$ cat src/rtl/fifo_rt_pkg.sv
package fifo_rt_pkg;
  typedef struct packed {
    logic rd;
    logic wr;
    logic rewind;
  } fifo_op_t;
endpackage

$ cat src/rtl/fifo_rt_mem.sv
module fifo_rt_mem #(
  parameter int WIDTH = 9,
  parameter int DEPTH = 256,
  localparam int AW = $clog2(DEPTH)
) (
  input  logic             clk,
  input  logic             we,
  input  logic [AW-1:0]    waddr,
  input  logic [WIDTH-1:0] wdata,
  input  logic             re,
  input  logic [AW-1:0]    raddr,
  output logic [WIDTH-1:0] rdata
);
  logic [WIDTH-1:0] store [DEPTH];

  always_ff @(posedge clk) begin
    if (we) store[waddr] <= wdata;
  end

  always_ff @(posedge clk) begin
    if (re) rdata <= store[raddr];
  end
endmodule

$ cat src/rtl/fifo_rt_ptrs.sv
module fifo_rt_ptrs
  import fifo_rt_pkg::*;
#(
  parameter int DEPTH = 256,
  localparam int AW = $clog2(DEPTH)
) (
  input  logic          clk,
  input  logic          mrst_n,
  input  logic          wr_n,
  input  logic          rd_n,
  input  logic          rt_n,
  output fifo_op_t      op,
  output logic [AW-1:0] waddr,
  output logic [AW-1:0] raddr,
  output logic [AW:0]   cnt_next
);
  localparam logic [AW:0] FULL_CNT = (AW+1)'(DEPTH);

  logic [AW:0] wptr, rptr, cnt;
  logic [AW:0] wptr_next, rptr_next;

  always_comb begin
    op.rewind = !rt_n && wr_n && rd_n;
    op.rd     = !rd_n && (cnt != '0);
    op.wr     = !wr_n && (cnt != FULL_CNT);
    wptr_next = op.wr ? wptr + 1'b1 : wptr;
    if (op.rewind)  rptr_next = '0;
    else if (op.rd) rptr_next = rptr + 1'b1;
    else            rptr_next = rptr;
    if (op.rewind) cnt_next = wptr;
    else begin
      case ({op.wr, op.rd})
        2'b10:   cnt_next = cnt + 1'b1;
        2'b01:   cnt_next = cnt - 1'b1;
        default: cnt_next = cnt;
      endcase
    end
  end

  always_ff @(posedge clk) begin
    if (!mrst_n) begin
      wptr <= '0;
      rptr <= '0;
      cnt  <= '0;
    end else begin
      wptr <= wptr_next;
      rptr <= rptr_next;
      cnt  <= cnt_next;
    end
  end

  assign waddr = wptr[AW-1:0];
  assign raddr = rptr[AW-1:0];


  full_write_chk: assert property (@(posedge clk) disable iff (!mrst_n)
    (cnt == FULL_CNT && !wr_n && rd_n) |=> (wptr == $past(wptr)));

  empty_read_chk: assert property (@(posedge clk) disable iff (!mrst_n)
    (cnt == '0 && !rd_n && rt_n) |=> (rptr == $past(rptr)));

  cnt_bound_chk: assert property (@(posedge clk) disable iff (!mrst_n)
    cnt <= FULL_CNT);

  rewind_chk: assert property (@(posedge clk) disable iff (!mrst_n)
    (!rt_n && rd_n && wr_n) |=> (rptr == '0 && cnt == $past(wptr)));

  rewind_gate_chk: assert property (@(posedge clk) disable iff (!mrst_n)
    (!rt_n && !rd_n && cnt != '0) |=> (rptr == $past(rptr) + 1'b1));

  both_ops_chk: assert property (@(posedge clk) disable iff (!mrst_n)
    (!rd_n && !wr_n && cnt != '0 && cnt != FULL_CNT) |=> (cnt == $past(cnt)));
endmodule

$ cat src/rtl/fifo_rt_flags.sv
module fifo_rt_flags #(
  parameter int DEPTH = 256,
  localparam int AW = $clog2(DEPTH)
) (
  input  logic        clk,
  input  logic        mrst_n,
  input  logic [AW:0] cnt_next,
  output logic        empty_n,
  output logic        half_n,
  output logic        full_n
);
  localparam logic [AW:0] FULL_CNT = (AW+1)'(DEPTH);
  localparam logic [AW:0] HALF_CNT = (AW+1)'(DEPTH / 2);

  always_ff @(posedge clk) begin
    if (!mrst_n) begin
      empty_n <= 1'b0;
      half_n  <= 1'b1;
      full_n  <= 1'b1;
    end else begin
      empty_n <= (cnt_next != '0);
      half_n  <= !(cnt_next > HALF_CNT);
      full_n  <= (cnt_next != FULL_CNT);
    end
  end


  empty_excl_chk: assert property (@(posedge clk) disable iff (!mrst_n)
    !empty_n |-> (half_n && full_n));

  full_implies_half_chk: assert property (@(posedge clk) disable iff (!mrst_n)
    !full_n |-> !half_n);
endmodule

$ cat src/rtl/fifo_rt.sv
module fifo_rt
  import fifo_rt_pkg::*;
#(
  parameter int WIDTH = 9,
  parameter int DEPTH = 256
) (
  input  logic             clk,
  input  logic             mrst_n,
  input  logic             wr_n,
  input  logic [WIDTH-1:0] din,
  input  logic             rd_n,
  input  logic             rt_n,
  output logic [WIDTH-1:0] dout,
  output logic             dout_en,
  output logic             empty_n,
  output logic             half_n,
  output logic             full_n
);
  localparam int AW = $clog2(DEPTH);

  fifo_op_t         op;
  logic [AW-1:0]    waddr, raddr;
  logic [AW:0]      cnt_next;
  logic [WIDTH-1:0] rdata;

  fifo_rt_ptrs #(.DEPTH(DEPTH)) u_ptrs (
    .clk(clk), .mrst_n(mrst_n), .wr_n(wr_n), .rd_n(rd_n), .rt_n(rt_n),
    .op(op), .waddr(waddr), .raddr(raddr), .cnt_next(cnt_next)
  );

  fifo_rt_mem #(.WIDTH(WIDTH), .DEPTH(DEPTH)) u_mem (
    .clk(clk), .we(op.wr), .waddr(waddr), .wdata(din),
    .re(op.rd), .raddr(raddr), .rdata(rdata)
  );

  fifo_rt_flags #(.DEPTH(DEPTH)) u_flags (
    .clk(clk), .mrst_n(mrst_n), .cnt_next(cnt_next),
    .empty_n(empty_n), .half_n(half_n), .full_n(full_n)
  );

  always_ff @(posedge clk) begin
    if (!mrst_n) dout_en <= 1'b0;
    else         dout_en <= op.rd;
  end

  assign dout = dout_en ? rdata : '0;


  dout_en_src_chk: assert property (@(posedge clk) disable iff (!mrst_n)
    dout_en |-> $past(!rd_n));

  empty_no_data_chk: assert property (@(posedge clk) disable iff (!mrst_n)
    (!empty_n && !rd_n) |=> !dout_en);

  dout_quiet_chk: assert property (@(posedge clk) disable iff (!mrst_n)
    !dout_en |-> (dout == '0));
endmodule

$ cat config.mk
export PLATFORM = sky130hd
export DESIGN_NAME = fifo_rt
export DESIGN_NICKNAME = d
export VERILOG_FILES = /design/src/rtl/fifo_rt_pkg.sv /design/src/rtl/fifo_rt_mem.sv /design/src/rtl/fifo_rt_ptrs.sv /design/src/rtl/fifo_rt_flags.sv /design/src/rtl/fifo_rt.sv
export SDC_FILE = /design/constraint.sdc
export NUM_CORES = 2
export LEC_CHECK = 0
export ABC_AREA = 0
export BUFFER_PORTS_ARGS = -buffer_cell sky130_fd_sc_hd__clkbuf_2
export CORE_ASPECT_RATIO = 1.2
export CORE_MARGIN = 2
export CORE_UTILIZATION = 45
export DETAILED_ROUTE_END_ITERATION = 6
export GPL_ROUTABILITY_DRIVEN = 0
export PLACE_DENSITY = 0.68
export RECOVER_POWER = 50
export SLEW_MARGIN = 20
export SYNTH_ARGS = -nofsm -noshare
export SYNTH_HDL_FRONTEND = slang
export SYNTH_SLANG_ARGS = --single-unit
$ cat constraint.sdc
create_clock -name clk -period 8.7 [get_ports clk]
set_input_delay 0.435 -clock clk [delete_from_list [all_inputs] [get_ports clk]]
set_output_delay 0.435 -clock clk [all_outputs]
set_load 0.01 [all_outputs]
==> summary.txt <==
Run status
  – Outcome: complete, but fails checks
  – Failing checks: max-capacitance violations, max-slew violations

Pwr
  – Sw Ratio: 0.259
  – Power share of the clock group: 0.343
  – Reg power frac: 0.481
  – Psw: 0.00679 W
  – Max IR drop VDD: approximately 0.00028 V
  – Internal power: just under 0.02 W
  – Leakage: a little over 30 nW
  – Cell Pwr Density: approximately 260 nW/µm²
  – Logic pwr share: 0.176

STA
  – Final Cycle Share: 0.729
  – Worst clock skew: roughly 0.043 ns
  – RSZ-0062 raised after global routing: false
  – F_max: between 0.15 and 0.2 GHz
  – Final setup margin: about 2.4 ns
  – Hold Slack: slightly above 0.2 ns
  – Final hold violation count: 0
  – Min Clock Period, post-route: 6.34 ns
  – # setup viols final: 0
  – Worst slew margin: -3.91
  – Slew Limit Fails: between 1k and 1.5k
  – Worst slew pin tran: ~7.4 ns
  – Setup TNS: 0 ns

Floorplanning
  – IO Pins: 27
  – Die width: slightly above 400 µm
  – Core ar.: slightly above 200000 µm²
  – Die H: about 500 µm
  – Die area: ~210000 µm²
  – Initial Util: 0.452
  – FP Rows: ~180

Worst hold path
  – Hold EP: u_ptrs.cnt[0]
  – Hold depth: 4
  – Hold/Removal Path Class: in2reg
  – Hold Startpoint: rt_n

Clock tree
  – CTS sink cnt: 2343
  – Clock transition at path regs: about 0.06 ns
  – CTS root buf: clkbuf_16
  – H-tree levels: 4
  – CTS Buf Count: ~210
  – Skew-Pair Late Insertion Delay: roughly 0.86 ns
  – Setup bufs post-CTS: 0
  – TritonCTS clock tree: done
  – CTS Buffer Depth: 3

Logic synthesis
  – Asr flop ratio synth: 0
  – Synth top area cells: edfxtp_1, mux4_2, mux2i_1
  – Post-synth top area cell: edfxtp_1
  – Post-synth top area share: 0.760
  – Yosys cell types: 74
  – Most frequent cell after synthesis: edfxtp_1
  – Syn Nets: approximately 4.5k
  – Sequential area share after synthesis: 0.767
  – Main synth FF type: edfxtp_1
  – Yosys reg bits: around 2.3k
  – Synthesized area per cell: a little over 20 µm²
  – Synthesized area: 91300 µm²
  – Post-synth EDFFs: around 2.3k
  – Synthesized instance count: roughly 4.4k
  – Yosys Warn Count: 0
  – Top cells by count, synth: edfxtp_1, mux4_2, nor2_1

Placement
  – Post-place setup slack: between 4 and 5 ns
  – Placed Area: between 90000 and 100000 µm²
  – Number of port buffers: 26
  – Hpwl dp: around 150000 µm

Final layout
  – FILL cells: roughly 16k
  – Reg area: around 70000 µm²
  – Post-layout net count: roughly 4.5k
  – Core Util, Final: 0.499
  – Layout cells sized above 1: 0.202
  – Area delta synth->final: 10.4%
  – Area of the multi-input gates: 19800 µm²
  – Final instance area: roughly 100000 µm²

Routing
  – DRT iter0 DRCs: 6775
  – Via count: 46.6k
  – First-pass DRT Iterations: 6
  – Vias/cell: 6.36
  – DRC Markers: 0
  – Routed Antenna Nets: 0
  – Wire per inst: approximately 34 µm
  – Detailed Route WL: between 200000 and 250000 µm

GRT
  – Number of antenna violations at the first check in global routing: 10
  – Vias in the first global route: 45.6k
  – GRT overflow: 0
  – Largest net degree at the start of global routing: ~160
  – All-Layer GR Usage: 0.236
  – Global-route wire length before repair: approximately 350000 µm

Job
  – Max Cap Viol: 17

Worst setup path
  – Critical setup path kind: in2reg
  – Reg2Reg Depth: 7
  – Critical Path AT: 6.87 ns
  – Worst setup SP type: input port
  – Worst r2r src: u_ptrs.cnt[0]
  – Reg2reg end: u_mem.store[129][6]
  – Crit. End Element: register
  – Worst path required time: slightly above 9 ns
  – Reg2Reg Setup Slack: 3.26 ns
  – Crit Path Max Fanout: 104
[routing by layer]
metal | wire (µm) | part of all wire | GRT usage | vias up
met5 | 27 | 0.00011 | 0 | -
met4 | 12900 | 0.052 | 0.110 | 4
met3 | 26800 | 0.11 | 0.0586 | 554
met2 | 117000 | 0.48 | 0.371 | 2921
met1 | 89600 | 0.36 | 0.311 | 24600
li1 | - | - | - | 18600
[cells by family (layout without fill, tap and decap cells)]
| group | Yosys count | count (layout) | synth area share |
|---|---|---|---|
| fa+ha+maj | 14 | 14 | 0.00200 |
| buf+inv | 277 | 533 | 0.0180 |
| simple gates | 567 | 567 | 0.0269 |
| flops | 2343 | 2343 | 0.767 |
| mux | 716 | 716 | 0.147 |
| compound gates | 489 | 489 | 0.0378 |
| other cells | 0 | 4 | 0 |
| xor+xnor | 16 | 16 | 0.00153 |
[worst max path at each step]
stage	startpoint	endpoint	slack, ns
3_3_place_gp	u_ptrs.rptr[0]	u_mem.rdata[4]	4.02
3_5_place_dp	u_ptrs.rptr[0]	u_mem.rdata[4]	4.02
4_1_cts	u_ptrs.rptr[0]	u_mem.rdata[4]	3.98
5_1_grt	din[4]	u_mem.store[21][4]	1.94
6_report	din[0]	u_mem.store[19][0]	2.36
2_1_floorplan	u_ptrs.cnt[0]	u_flags.half_n	4.96
[cell type report]
class,count,share of cell area
Tap cell,2653,0.0329
Sequential cell,2343,0.695
Clock inverter,122,0.00978
Timing Repair Buffer,131,0.0101
Antenna cell,4,0.0000993
Inverter,15,0.000596
Clock buffer,265,0.0555
Multi-Input combinational cell,1802,0.196
[through the flow]
stage | std cells | power [W]
6_report | 7335 | 0.0262
4_1_cts | 7329 | 0.0263
5_1_grt | 7334 | 0.0269
2_1_floorplan | 4422 | 0.0162
3_3_place_gp | 6938 | 0.0174
3_5_place_dp | 6940 | 0.0175
[sequential cells by signal, summed over array words and instances, names as in the netlist]
signal and flops:
dout_en 1, u_flags.empty_n 1, u_flags.full_n 1, u_flags.half_n 1, u_mem.rdata 9, u_mem.store 2304
u_ptrs.cnt 9, u_ptrs.rptr 8, u_ptrs.wptr 9
[worst max-delay path, cell delays in order]
cell and delay, ns:
clkbuf_1 2.13, clkbuf_1 3.29, buf_6 0.83
[power groups by stage]
stage	Combinational (W)	Clock, W	Sequential (W)
floorplan	0.00342	0	0.0127
global placement	0.00461	0	0.0128
detailed placement	0.00463	0	0.0128
CTS	0.00464	0.00905	0.0126
global route	0.00485	0.00945	0.0126
finish	0.00462	0.00899	0.0126
[layout by cell type (no fill, tap or decap), types with 8 or more instances in the layout]
master / n
o21ai_0: 59
edfxtp_1: 2313
buf_12: 8
o22ai_1: 31
clkbuf_16: 215
nand2_1: 98
nor2b_1: 11
bufinv_16: 13
a22o_1: 22
clkinv_2: 39
mux4_2: 497
and2_1: 17
nand3_2: 11
o221ai_1: 31
mux2i_1: 208
a211oi_1: 36
buf_4: 80
mux2_2: 11
clkbuf_1: 67
ha_1: 13
a31oi_1: 9
nand3_1: 25
a22oi_1: 62
xnor2_1: 13
a21oi_1: 95
nand4_1: 9
dfxtp_1: 24
nor2_1: 324
nor3_1: 15
a221oi_1: 58
o31ai_1: 8
inv_1: 12
clkbuf_2: 15
o21ai_1: 8
nor4_1: 8
clkinv_1: 56
[what timing repair did]
action                                 in CTS  in global routing
endpoints found under the hold margin       9                 21
setup endpoints to repair                   0                  0
gates resized for setup                     0                  0
hold buffers                                2                  1
Power figures use the tool's default switching activity.
